File: config.mk
export PLATFORM = sky130hd
export DESIGN_NAME = stby_wake_csr
export DESIGN_NICKNAME = d
export VERILOG_FILES = /design/src/rtl/sbw_pkg.sv /design/src/rtl/sbw_sync.sv /design/src/rtl/sbw_wake.sv /design/src/rtl/sbw_status.sv /design/src/rtl/sbw_apb.sv /design/src/rtl/stby_wake_csr.sv
export SDC_FILE = /design/constraint.sdc
export NUM_CORES = 1
export LEC_CHECK = 0
export BUFFER_PORTS_ARGS = -buffer_cell sky130_fd_sc_hd__buf_2
export CAP_MARGIN = 20
export CELL_PAD_IN_SITES_DETAIL_PLACEMENT = 0
export CELL_PAD_IN_SITES_GLOBAL_PLACEMENT = 1
export CORE_UTILIZATION = 22
export CTS_BUF_LIST = sky130_fd_sc_hd__clkbuf_4
export DETAILED_ROUTE_END_ITERATION = 10
export MAX_ROUTING_LAYER = met4
export PLACE_DENSITY = 0.86
export REMOVE_ABC_BUFFERS = 1
export SETUP_SLACK_MARGIN = 0.1
export SLEW_MARGIN = 20
export SYNTH_ARGS = -nofsm -noshare
export SYNTH_HDL_FRONTEND = slang
export SYNTH_HIERARCHICAL = 1
export SYNTH_SLANG_ARGS = --single-unit
File: constraint.sdc
create_clock -name clk -period 1.1 [get_ports clk]
set_clock_uncertainty 0.1 [all_clocks]
set_input_delay 0.055 -clock clk [delete_from_list [all_inputs] [get_ports clk]]
set_output_delay 0.055 -clock clk [all_outputs]
set_load 0.01 [all_outputs]
File: src/rtl/sbw_pkg.sv
package sbw_pkg;

    // Read-only status field positions; software decodes these
    localparam int WUF_POS = 0;
    localparam int SBF_POS = 1;
    localparam int PVD_POS = 2;
    localparam int STAT_W  = 3;

    // Flags kept in the system-reset domain
    typedef struct packed {
        logic wuf;
        logic arm;
        logic pvd_prev;
    } sys_flags_t;

    // Flags kept only in the power-on domain
    typedef struct packed {
        logic sbf;
    } por_flags_t;

endpackage

File: src/rtl/sbw_sync.sv
module sbw_sync #(
    parameter int W      = 1,
    parameter int STAGES = 2
) (
    input  logic         clk,
    input  logic         rst_n,
    input  logic [W-1:0] din,
    output logic [W-1:0] dout
);

    logic [STAGES-1:0][W-1:0] chain_d, chain_q;

    always_comb begin
        chain_d = {chain_q[STAGES-2:0], din};
        dout    = chain_q[STAGES-1];
    end

    always_ff @(posedge clk or negedge rst_n) begin
        if (!rst_n) chain_q <= '0;
        else        chain_q <= chain_d;
    end

endmodule

File: src/rtl/sbw_wake.sv
module sbw_wake #(
    parameter int N_PIN       = 2,
    parameter int SYNC_STAGES = 2
) (
    input  logic             clk,
    input  logic             rst_n,
    input  logic [N_PIN-1:0] pin,
    input  logic [N_PIN-1:0] en,
    output logic             wake_req
);

    typedef struct packed {
        logic [N_PIN-1:0] prev;
        logic             pulse;
    } wake_st_t;

    wake_st_t         st_d, st_q;
    logic [N_PIN-1:0] pin_s;
    logic [N_PIN-1:0] rise;

    sbw_sync #(.W(N_PIN), .STAGES(SYNC_STAGES)) u_pin_sync (
        .clk  (clk),
        .rst_n(rst_n),
        .din  (pin),
        .dout (pin_s)
    );

    always_comb begin
        rise       = pin_s & ~st_q.prev;
        st_d.prev  = pin_s;
        st_d.pulse = |(rise & en);
        wake_req   = st_q.pulse;
    end

    always_ff @(posedge clk or negedge rst_n) begin
        if (!rst_n) st_q <= '0;
        else        st_q <= st_d;
    end

    // a request only follows a cycle where some pin was enabled
    assert_wake_needs_en_R4: assert property (@(posedge clk) disable iff (!rst_n)
        wake_req |-> $past(en != '0));

endmodule

File: src/rtl/sbw_status.sv
module sbw_status
    import sbw_pkg::*;
#(
    parameter int SYNC_STAGES = 2
) (
    input  logic              clk,
    input  logic              por_n,
    input  logic              rst_sys_n,
    input  logic              stby_enter,
    input  logic              stby_clr,
    input  logic              wake_req,
    input  logic              pvd_en,
    input  logic              pvd_cmp,
    output logic [STAT_W-1:0] stat_bits
);

    por_flags_t por_d, por_q;
    sys_flags_t sys_d, sys_q;
    logic       cmp_s;

    sbw_sync #(.W(1), .STAGES(SYNC_STAGES)) u_cmp_sync (
        .clk  (clk),
        .rst_n(rst_sys_n),
        .din  (pvd_cmp),
        .dout (cmp_s)
    );

    always_comb begin
        // set has priority over clear
        por_d.sbf      = stby_enter | (por_q.sbf & ~stby_clr);

        sys_d.pvd_prev = pvd_en;
        sys_d.wuf      = sys_q.wuf | wake_req;
        if (stby_enter) sys_d.arm = 1'b0;
        else            sys_d.arm = sys_q.arm | (pvd_en & ~sys_q.pvd_prev);

        stat_bits          = '0;
        stat_bits[WUF_POS] = sys_q.wuf;
        stat_bits[SBF_POS] = por_q.sbf;
        stat_bits[PVD_POS] = sys_q.arm & pvd_en & cmp_s;
    end

    always_ff @(posedge clk or negedge por_n) begin
        if (!por_n) por_q <= '0;
        else        por_q <= por_d;
    end

    always_ff @(posedge clk or negedge rst_sys_n) begin
        if (!rst_sys_n) sys_q <= '0;
        else            sys_q <= sys_d;
    end

    assert_sbf_set_R6: assert property (@(posedge clk) disable iff (!por_n)
        stby_enter |=> stat_bits[SBF_POS]);

    assert_sbf_keep_R6: assert property (@(posedge clk) disable iff (!por_n)
        (stat_bits[SBF_POS] && !stby_clr) |=> stat_bits[SBF_POS]);

    assert_sbf_clr_R6: assert property (@(posedge clk) disable iff (!por_n)
        (stby_clr && !stby_enter) |=> !stat_bits[SBF_POS]);

    assert_wuf_set_R5: assert property (@(posedge clk) disable iff (!rst_sys_n)
        wake_req |=> stat_bits[WUF_POS]);

    assert_pvd_blank_R9: assert property (@(posedge clk) disable iff (!rst_sys_n)
        stby_enter |=> !stat_bits[PVD_POS]);

endmodule

File: src/rtl/sbw_apb.sv
module sbw_apb
    import sbw_pkg::*;
#(
    parameter int ADDR_W  = 4,
    parameter int DATA_W  = 32,
    parameter int N_PIN   = 2,
    parameter int REG_OFS = 4,
    parameter int EN_LSB  = 8
) (
    input  logic              clk,
    input  logic              rst_n,
    input  logic              psel,
    input  logic              penable,
    input  logic              pwrite,
    input  logic [ADDR_W-1:0] paddr,
    input  logic [DATA_W-1:0] pwdata,
    input  logic [STAT_W-1:0] stat_bits,
    output logic [DATA_W-1:0] prdata,
    output logic              pready,
    output logic [N_PIN-1:0]  pin_en
);

    typedef struct packed {
        logic [N_PIN-1:0] en;
        logic             rd_wait;
    } apb_st_t;

    apb_st_t st_d, st_q;
    logic    hit, rd_acc, wr_acc;
    logic    unused_wdata;

    assign unused_wdata = ^pwdata;

    always_comb begin
        hit    = (paddr == ADDR_W'(REG_OFS));
        rd_acc = psel & penable & ~pwrite;
        wr_acc = psel & penable & pwrite;

        st_d         = st_q;
        st_d.rd_wait = rd_acc & ~st_q.rd_wait;
        if (wr_acc && hit) st_d.en = pwdata[EN_LSB +: N_PIN];

        prdata = '0;
        if (rd_acc && hit) begin
            prdata[STAT_W-1:0]        = stat_bits;
            prdata[EN_LSB +: N_PIN]   = st_q.en;
        end
        pready = ~rd_acc | st_q.rd_wait;
        pin_en = st_q.en;
    end

    always_ff @(posedge clk or negedge rst_n) begin
        if (!rst_n) st_q <= '0;
        else        st_q <= st_d;
    end

    // first cycle of a read access is always a wait state
    assert_rd_wait_R3: assert property (@(posedge clk) disable iff (!rst_n)
        (psel && penable && !pwrite && !$past(psel && penable)) |-> !pready);

    // writes never stall
    assert_wr_nowait_R3: assert property (@(posedge clk) disable iff (!rst_n)
        (psel && penable && pwrite) |-> pready);

    // enables move only on a write access
    assert_en_hold_R10: assert property (@(posedge clk) disable iff (!rst_n)
        !(psel && penable && pwrite) |=> $stable(pin_en));

endmodule

File: src/rtl/stby_wake_csr.sv
module stby_wake_csr
    import sbw_pkg::*;
#(
    parameter int ADDR_W      = 4,
    parameter int DATA_W      = 32,
    parameter int N_PIN       = 2,
    parameter int REG_OFS     = 4,
    parameter int EN_LSB      = 8,
    parameter int SYNC_STAGES = 2
) (
    input  logic              clk,
    input  logic              por_n,
    input  logic              sys_rst_n,
    input  logic              psel,
    input  logic              penable,
    input  logic              pwrite,
    input  logic [ADDR_W-1:0] paddr,
    input  logic [DATA_W-1:0] pwdata,
    output logic [DATA_W-1:0] prdata,
    output logic              pready,
    input  logic [N_PIN-1:0]  wake_pin,
    input  logic              pvd_en,
    input  logic              pvd_cmp,
    input  logic              stby_enter,
    input  logic              stby_clr,
    output logic              wake_req
);

    logic              rst_sys_n;
    logic [N_PIN-1:0]  pin_en;
    logic [STAT_W-1:0] stat_bits;

    assign rst_sys_n = por_n & sys_rst_n;

    sbw_apb #(
        .ADDR_W (ADDR_W),
        .DATA_W (DATA_W),
        .N_PIN  (N_PIN),
        .REG_OFS(REG_OFS),
        .EN_LSB (EN_LSB)
    ) u_apb (
        .clk      (clk),
        .rst_n    (rst_sys_n),
        .psel     (psel),
        .penable  (penable),
        .pwrite   (pwrite),
        .paddr    (paddr),
        .pwdata   (pwdata),
        .stat_bits(stat_bits),
        .prdata   (prdata),
        .pready   (pready),
        .pin_en   (pin_en)
    );

    sbw_wake #(
        .N_PIN      (N_PIN),
        .SYNC_STAGES(SYNC_STAGES)
    ) u_wake (
        .clk     (clk),
        .rst_n   (rst_sys_n),
        .pin     (wake_pin),
        .en      (pin_en),
        .wake_req(wake_req)
    );

    sbw_status #(
        .SYNC_STAGES(SYNC_STAGES)
    ) u_status (
        .clk       (clk),
        .por_n     (por_n),
        .rst_sys_n (rst_sys_n),
        .stby_enter(stby_enter),
        .stby_clr  (stby_clr),
        .wake_req  (wake_req),
        .pvd_en    (pvd_en),
        .pvd_cmp   (pvd_cmp),
        .stat_bits (stat_bits)
    );

endmodule

==> impl_summary.log, run 1 <==
INFO  metric worstRegToRegCells = 1
INFO  metric critical_path.max_fanout = 5
INFO  metric place.detailed.instances = 140
INFO  metric layout-drive-gt1-share = 0.376
INFO  metric crit_end = prdata[0]
INFO  metric max-vdd-ir-drop = 0.479 mV
INFO  metric netlist_area = 815 um2
INFO  metric place_congestion = 0.670
INFO  metric design.die.area = 3950 um2
INFO  metric netlist_instances = 73
INFO  metric multi_input_comb_area = 278 um2
INFO  metric crit_path_start_kind = input port
INFO  metric cts_made_buffers = 3
INFO  metric die_h = 62.8 um
INFO  metric regArea = 400 um2
INFO  metric wl_per_cell = 7.74 um
INFO  metric timing.setup.critical_path_class = in -> out
INFO  metric detail_route.drc_violations = 0
INFO  metric synth-async-reset-ratio = 1.00
INFO  metric clkSlewWorstSetupHoldPaths = 0.08 ns
INFO  metric timing.final.ws_setup = -0.248 ns
INFO  metric synth_area_leaders = dfrtp_1, buf_4, and2_1
INFO  metric cellPowerDensity = 1070 nW/um2
INFO  metric ant_nets = 0
INFO  metric ios = 82
INFO  metric layout_min_cycle_time = 1.35 ns
INFO  metric number_of_flops_mapped_to_enable_cells_by_yosys = 0
INFO  metric io_buffer_count = 24
INFO  metric timing.reg2reg.setup_slack = 0.21 ns
INFO  metric synth_seq_cells = 16
INFO  metric cellInternalPower = 0.846 mW
INFO  metric total_wire_length_after_detailed_routing = 1.20 mm
INFO  metric grt_start_max_net_pins = 16
INFO  metric rsz0062_at_grt = yes
INFO  metric ys_dominant_reg_cell = dfrtp_1
INFO  metric via_count_of_the_first_global_routing_pass = 490
INFO  metric fillerInstances = 368
INFO  metric failed_checks = negative hold slack, negative setup slack
INFO  metric end_kind = output port
INFO  metric kind_of_cell_with_the_highest_combined_delay_on_the_critical_path = simple AND/OR/NAND/NOR gates
INFO  metric worst_path_max_delay_cell = or4b_4
INFO  metric place_hpwl = 937 um
INFO  metric switching_pwr = 0.277 mW
INFO  metric clk_root_buffer_cell = clkbuf_4
INFO  metric clkLatencyLatePin = 0.27 ns
INFO  metric power_leakage = 0.544 nW
INFO  metric path_cells = buf_6, or4b_4, nor3_2, buf_4, and2_1, buf_2
INFO  metric whs = -0.108 ns
INFO  metric worst_hold_path_type = in -> reg
INFO  metric cts.htree.levels = 1
INFO  metric placement.cell_area = 872 um2
INFO  metric worst_r2r_startpoint = u_apb/pin_en[0]
INFO  metric first_pass_grt_wire_length = 2.06 mm
INFO  metric tcrit_tclk_final = 1.23
INFO  metric maxCapViolations = 0
INFO  metric floorplan.initialDensity = 0.237
INFO  metric numClockSinks = 16
INFO  metric number_of_antenna_violations_at_the_first_check_in_global_routing = 0
INFO  metric number_of_cells_on_the_critical_path = 6
INFO  metric cts_hold_repair.buffers = 11
INFO  metric route.detailed.vias_per_inst = 3.25
INFO  metric cts.repair_timing.setup_buffer_count = 0
INFO  metric placement_rows = 21
INFO  metric final-hold-violation-count = 1
INFO  metric comb_power_share = 0.153
INFO  metric layout.cells.non_filler = 155
INFO  metric final_count_of_negative_setup_slack_endpoints = 8
INFO  metric worst_path_largest_cell_delay = 0.54 ns
INFO  metric yosysSeqAreaShare = 0.492
INFO  metric grt_busiest_layer = met2
INFO  metric grt_util_met3 = 0.0347
INFO  metric via_total_after_detailed_routing = 503
INFO  metric synthesis.yosys.warnings = 6
INFO  metric required = 0.94 ns
INFO  metric synth.largest_area_cell = dfrtp_1
INFO  metric critical_path.reg2reg.endpoint = u_apb/pin_en[0]
INFO  metric coreArea = 3440 um2
INFO  metric synth_top_area_frac = 0.492
INFO  metric area_growth = 28.9%
INFO  metric post_layout_nets = 158
INFO  metric power.clock.fraction = 0.264
INFO  metric achievable-frequency = 742 MHz
INFO  metric post-route-cell-area = 1050 um2
INFO  metric tritoncts = yes
INFO  metric yosysUniqueCellTypes = 18
INFO  metric gr-total-overflow = 0
INFO  metric n_antenna_cell = 0
INFO  metric outcome = complete, but fails checks
INFO  metric grt.total_usage = 0.0698
INFO  metric netSwitchingFraction = 0.246
INFO  metric groute.layer.met2.usage = 0.114
INFO  metric totalPowerFinal = 1.12 mW
INFO  metric initialDrtViolationCount = 3
INFO  metric cts_buffer_depth = 2
INFO  metric final-max-slew-violation-count = 0
INFO  metric syn-mean-instance-area = 11.2 um2
INFO  metric grtUsageMet1 = 0.0751
INFO  metric drt-pass1-iter-count = 2
INFO  metric timing.critical_path.from = paddr[3]
INFO  metric timing.critical_path.arrival = 1.19 ns
INFO  metric die_w = 62.8 um
INFO  metric power.sequential.fraction = 0.583
INFO  metric crit_buf_inv = 3
-- cells in the final DEF (no fill, tap or decap) --
cell,Yosys,layout
conb_1,1,27
buf_2,0,19
dfrtp_1,16,16
dlygate4sd3_1,0,11
buf_6,0,5
and2_4,0,4
clkbuf_4,0,3
nand2_1,3,3
inv_1,3,3
and2_1,6,2
buf_4,31,2
mux2_2,2,2
clkinv_1,0,1
or4b_4,1,1
nor3_2,1,1
nor3_1,1,1
nand3_1,1,1
nor2_2,1,1
a21o_1,1,1
or2_1,1,1
nand2b_4,1,1
a21oi_2,1,1
and3_1,1,1
o22ai_2,1,1
-- stage by stage --
stage / hold WS, ns / util / worst slack, ns / TNS, ns
4_1_cts: -0.118 / 0.305 / -0.257 / -1.49
2_1_floorplan: -0.341 / - / -0.178 / -0.608
6_report: -0.108 / 0.305 / -0.248 / -1.41
3_3_place_gp: -0.264 / 0.253 / -0.310 / -2.12
3_5_place_dp: -0.261 / 0.253 / -0.340 / -2.26
5_1_grt: -0.119 / 0.305 / -0.309 / -1.78
-- kinds of logic after synthesis --
logic type / count (synthesis) / synth area share
buffers and inverters: 34 / 0.300
AOI/OAI and AO/OA: 3 / 0.0353
and+or+nand+nor: 17 / 0.141
muxes: 2 / 0.0276
other: 1 / 0.00460
DFF: 16 / 0.492
-- Yosys cell counts, types with 2 or more instances --
library cell / count
dfrtp_1: 16
buf_4: 31
nand2_1: 3
and2_1: 6
inv_1: 3
mux2_2: 2
-- area by class of cell --
cell class	instances	area share
sequential	16	0.381
multi-input combinational	49	0.265
timing repair buffer	37	0.263
tap	46	0.0548
clock buffer	3	0.0215
inverter	3	0.0107
clock inverter	1	0.00358
-- sequential cells by signal (all words and copies together), names as in the netlist, 2 cells and up --
register	count
u_status/sys_q	2
u_wake/u_pin_sync/dout	2
u_apb/pin_en	2
u_wake/u_pin_sync/chain_d	2
u_wake/st_q	2
-- metal layers --
metal	part of all wire	wire length [um]
met5	0	0
met2	0.49	592
met3	0.080	96
met4	0	0
met1	0.43	511
-- power groups by stage --
stage          registers, mW  clock network (mW)  logic [mW]
2_1_floorplan          0.660                   0      0.0882
3_3_place_gp           0.664                   0       0.138
3_5_place_dp           0.666                   0       0.139
4_1_cts                0.655               0.322       0.172
5_1_grt                0.660               0.361       0.191
6_report               0.654               0.297       0.172
-- worst min path at each step --
stage | to | startpoint | depth (start not counted) | slack (ns)
after floorplan | u_status/por_q | por_n | 0 | -0.34
after global placement | u_status/por_q | por_n | 1 | -0.26
after detailed placement | u_status/por_q | por_n | 1 | -0.26
after CTS | u_apb/st_q[0] | pwrite | 2 | -0.12
after global routing | u_apb/st_q[0] | pwrite | 2 | -0.12
final | u_apb/st_q[0] | pwrite | 2 | -0.11
-- repair_timing --
item / in CTS / in global routing
pin swaps: 7 / 0
setup endpoints to repair: 8 / 8
gates resized for setup: 9 / 0
endpoints found under the hold margin: 25 / 1
Note: power is estimated with default switching activity, not from simulation.
==> run 2, diff against run 1 <==
--- a/config.mk
+++ b/config.mk
@@ -13,7 +13,7 @@
 export CTS_BUF_LIST = sky130_fd_sc_hd__clkbuf_4
 export DETAILED_ROUTE_END_ITERATION = 10
 export MAX_ROUTING_LAYER = met4
-export PLACE_DENSITY = 0.86
+export PLACE_DENSITY = 0.84
 export REMOVE_ABC_BUFFERS = 1
 export SETUP_SLACK_MARGIN = 0.1
 export SLEW_MARGIN = 20
==> run 2 against run 1 <==
Compared with the run above: the flow still finishes with violations (negative hold slack, negative setup slack); clock-buffer cell count unchanged; sequential power about the same; design area increased by 2.7%; sequential share of layout area decreased by 1.0 points; critical path type unchanged; largest cell class unchanged; largest power group unchanged.
==> impl_summary.log, run 2 (synthesis results as in run 1) <==
INFO  metric numClockSinks = 16
INFO  metric design.die.area = 3950 um2
INFO  metric io_buffer_count = 24
INFO  metric achievable-frequency = 735 MHz
INFO  metric ant_nets = 0
INFO  metric final_count_of_negative_setup_slack_endpoints = 8
INFO  metric ios = 82
INFO  metric layout-drive-gt1-share = 0.378
INFO  metric cts_made_buffers = 3
INFO  metric n_antenna_cell = 0
INFO  metric tns = -1.77 ns
INFO  metric max-vdd-ir-drop = 0.322 mV
INFO  metric total_wire_length_after_detailed_routing = 1.31 mm
INFO  metric grt_start_max_net_pins = 16
INFO  metric whs = -0.0945 ns
INFO  metric die_h = 62.8 um
INFO  metric grt_util_met3 = 0.0292
INFO  metric timing.final.ws_setup = -0.260 ns
INFO  metric timing.setup.critical_path_class = in -> out
INFO  metric cts_buffer_depth = 2
INFO  metric initialDrtViolationCount = 21
INFO  metric final_cell_mix = conb_1, buf_2, dfrtp_1
INFO  metric drt-pass1-iter-count = 3
INFO  metric rsz0062_at_grt = yes
INFO  metric coreArea = 3440 um2
INFO  metric route.detailed.vias_per_inst = 3.26
INFO  metric outcome = complete, but fails checks
INFO  metric timing.critical_path.arrival = 1.20 ns
INFO  metric floorplan.initialDensity = 0.237
INFO  metric grt_busiest_layer = met2
INFO  metric via_count_of_the_first_global_routing_pass = 485
INFO  metric gr-total-overflow = 0
INFO  metric maxCapViolations = 0
INFO  metric first_pass_grt_wire_length = 2.12 mm
INFO  metric layout.cells.non_filler = 157
INFO  metric clk_root_buffer_cell = clkbuf_4
INFO  metric post-route-util = 0.313
INFO  metric cts_hold_repair.buffers = 11
INFO  metric via_total_after_detailed_routing = 512
INFO  metric placement_rows = 21
INFO  metric tcrit_tclk_final = 1.24
INFO  metric clkLatencyLatePin = 0.29 ns
INFO  metric place_congestion = 0.654
INFO  metric cellPowerDensity = 1070 nW/um2
INFO  metric place.detailed.instances = 140
INFO  metric critical_path.max_fanout = 5
INFO  metric grtUsageMet1 = 0.0800
INFO  metric final-max-slew-violation-count = 0
INFO  metric failed_checks = negative hold slack, negative setup slack
INFO  metric cts.htree.levels = 1
INFO  metric crit_path_start_kind = input port
INFO  metric groute.layer.met2.usage = 0.113
INFO  metric required = 0.94 ns
INFO  metric place_hpwl = 972 um
INFO  metric wl_per_cell = 8.32 um
INFO  metric number_of_antenna_violations_at_the_first_check_in_global_routing = 0
INFO  metric die_w = 62.8 um
INFO  metric worst_hold_path_type = in -> reg
INFO  metric tritoncts = yes
INFO  metric grt.total_usage = 0.0736
INFO  metric area_growth = 32.4%
INFO  metric detailedPlace.worstSlack = -0.315 ns
INFO  metric fillerInstances = 354
INFO  metric final-hold-violation-count = 1
INFO  metric layout_commonest_cell = conb_1
INFO  metric post_layout_nets = 160
INFO  metric layout_min_cycle_time = 1.36 ns
INFO  metric power_leakage = 0.561 nW
INFO  metric clkSlewWorstSetupHoldPaths = 0.09 ns
INFO  metric end_kind = output port
INFO  metric detail_route.drc_violations = 0
run 2: changes by cell type in the layout (fill, tap and decap cells not counted), sizes merged:
cell	delta
buf	+2
run 2: what timing repair did:
action                                 CTS  global route
pin swaps                                6             1
endpoints found under the hold margin   25             1
setup endpoints to repair                8             9
buffers inserted                         1             1
gates resized for setup                  8             4
run 2: final cells by class:
cell class | instances | area (um2) | area share
timing repair buffer | 39 | 293 | 0.271
clock inverter | 1 | 3.75 | 0.00348
clock buffer | 3 | 22.5 | 0.0209
inverter | 3 | 11.3 | 0.0104
multi-input combinational | 49 | 290 | 0.269
tap | 46 | 57.6 | 0.0534
sequential | 16 | 400 | 0.371
run 2: worst max-delay path: stages:
cell and delay [ns]:
buf_6 0.09, or4b_4 0.54, nor3_4 0.15, buf_6 0.14, and2_1 0.10, buf_2 0.12
run 2: worst paths after layout:
path | from | depth (start not counted) | end | slack [ns]
max | paddr[3] | 6 | prdata[8] | -0.26
max reg2reg | u_apb/pin_en[0] | 1 | u_apb/pin_en[0] | 0.21
min | pwrite | 2 | u_apb/st_q[0] | -0.09
min in group asynchronous | sys_rst_n | 4 | u_status/sys_q[1] | 0.23
max in group asynchronous | por_n | 3 | u_status/por_q | 0.31
min reg2reg | u_wake/u_pin_sync/chain_d[2] | 0 | u_wake/u_pin_sync/dout[0] | 0.26
run 2: report_power, final:
part	switching, mW	internal [mW]	leakage, nW
clock network	0.187	0.132	0.0154
logic	0.0940	0.0877	0.346
registers	0.0211	0.633	0.199
total	0.302	0.853	0.561
run 2: routing by layer:
| metal | wire (um) | share of wire |
|---|---|---|
| met3 | 91 | 0.070 |
| met5 | 0 | 0 |
| met2 | 662 | 0.51 |
| met4 | 19 | 0.015 |
| met1 | 534 | 0.41 |
run 2: per-stage QoR:
| step | instance area, um2 | power, mW |
|---|---|---|
| after floorplan | 679 | 0.748 |
| after global placement | 872 | 0.801 |
| after detailed placement | 872 | 0.805 |
| after CTS | 1050 | 1.18 |
| after global routing | 1080 | 1.23 |
| final | 1080 | 1.15 |
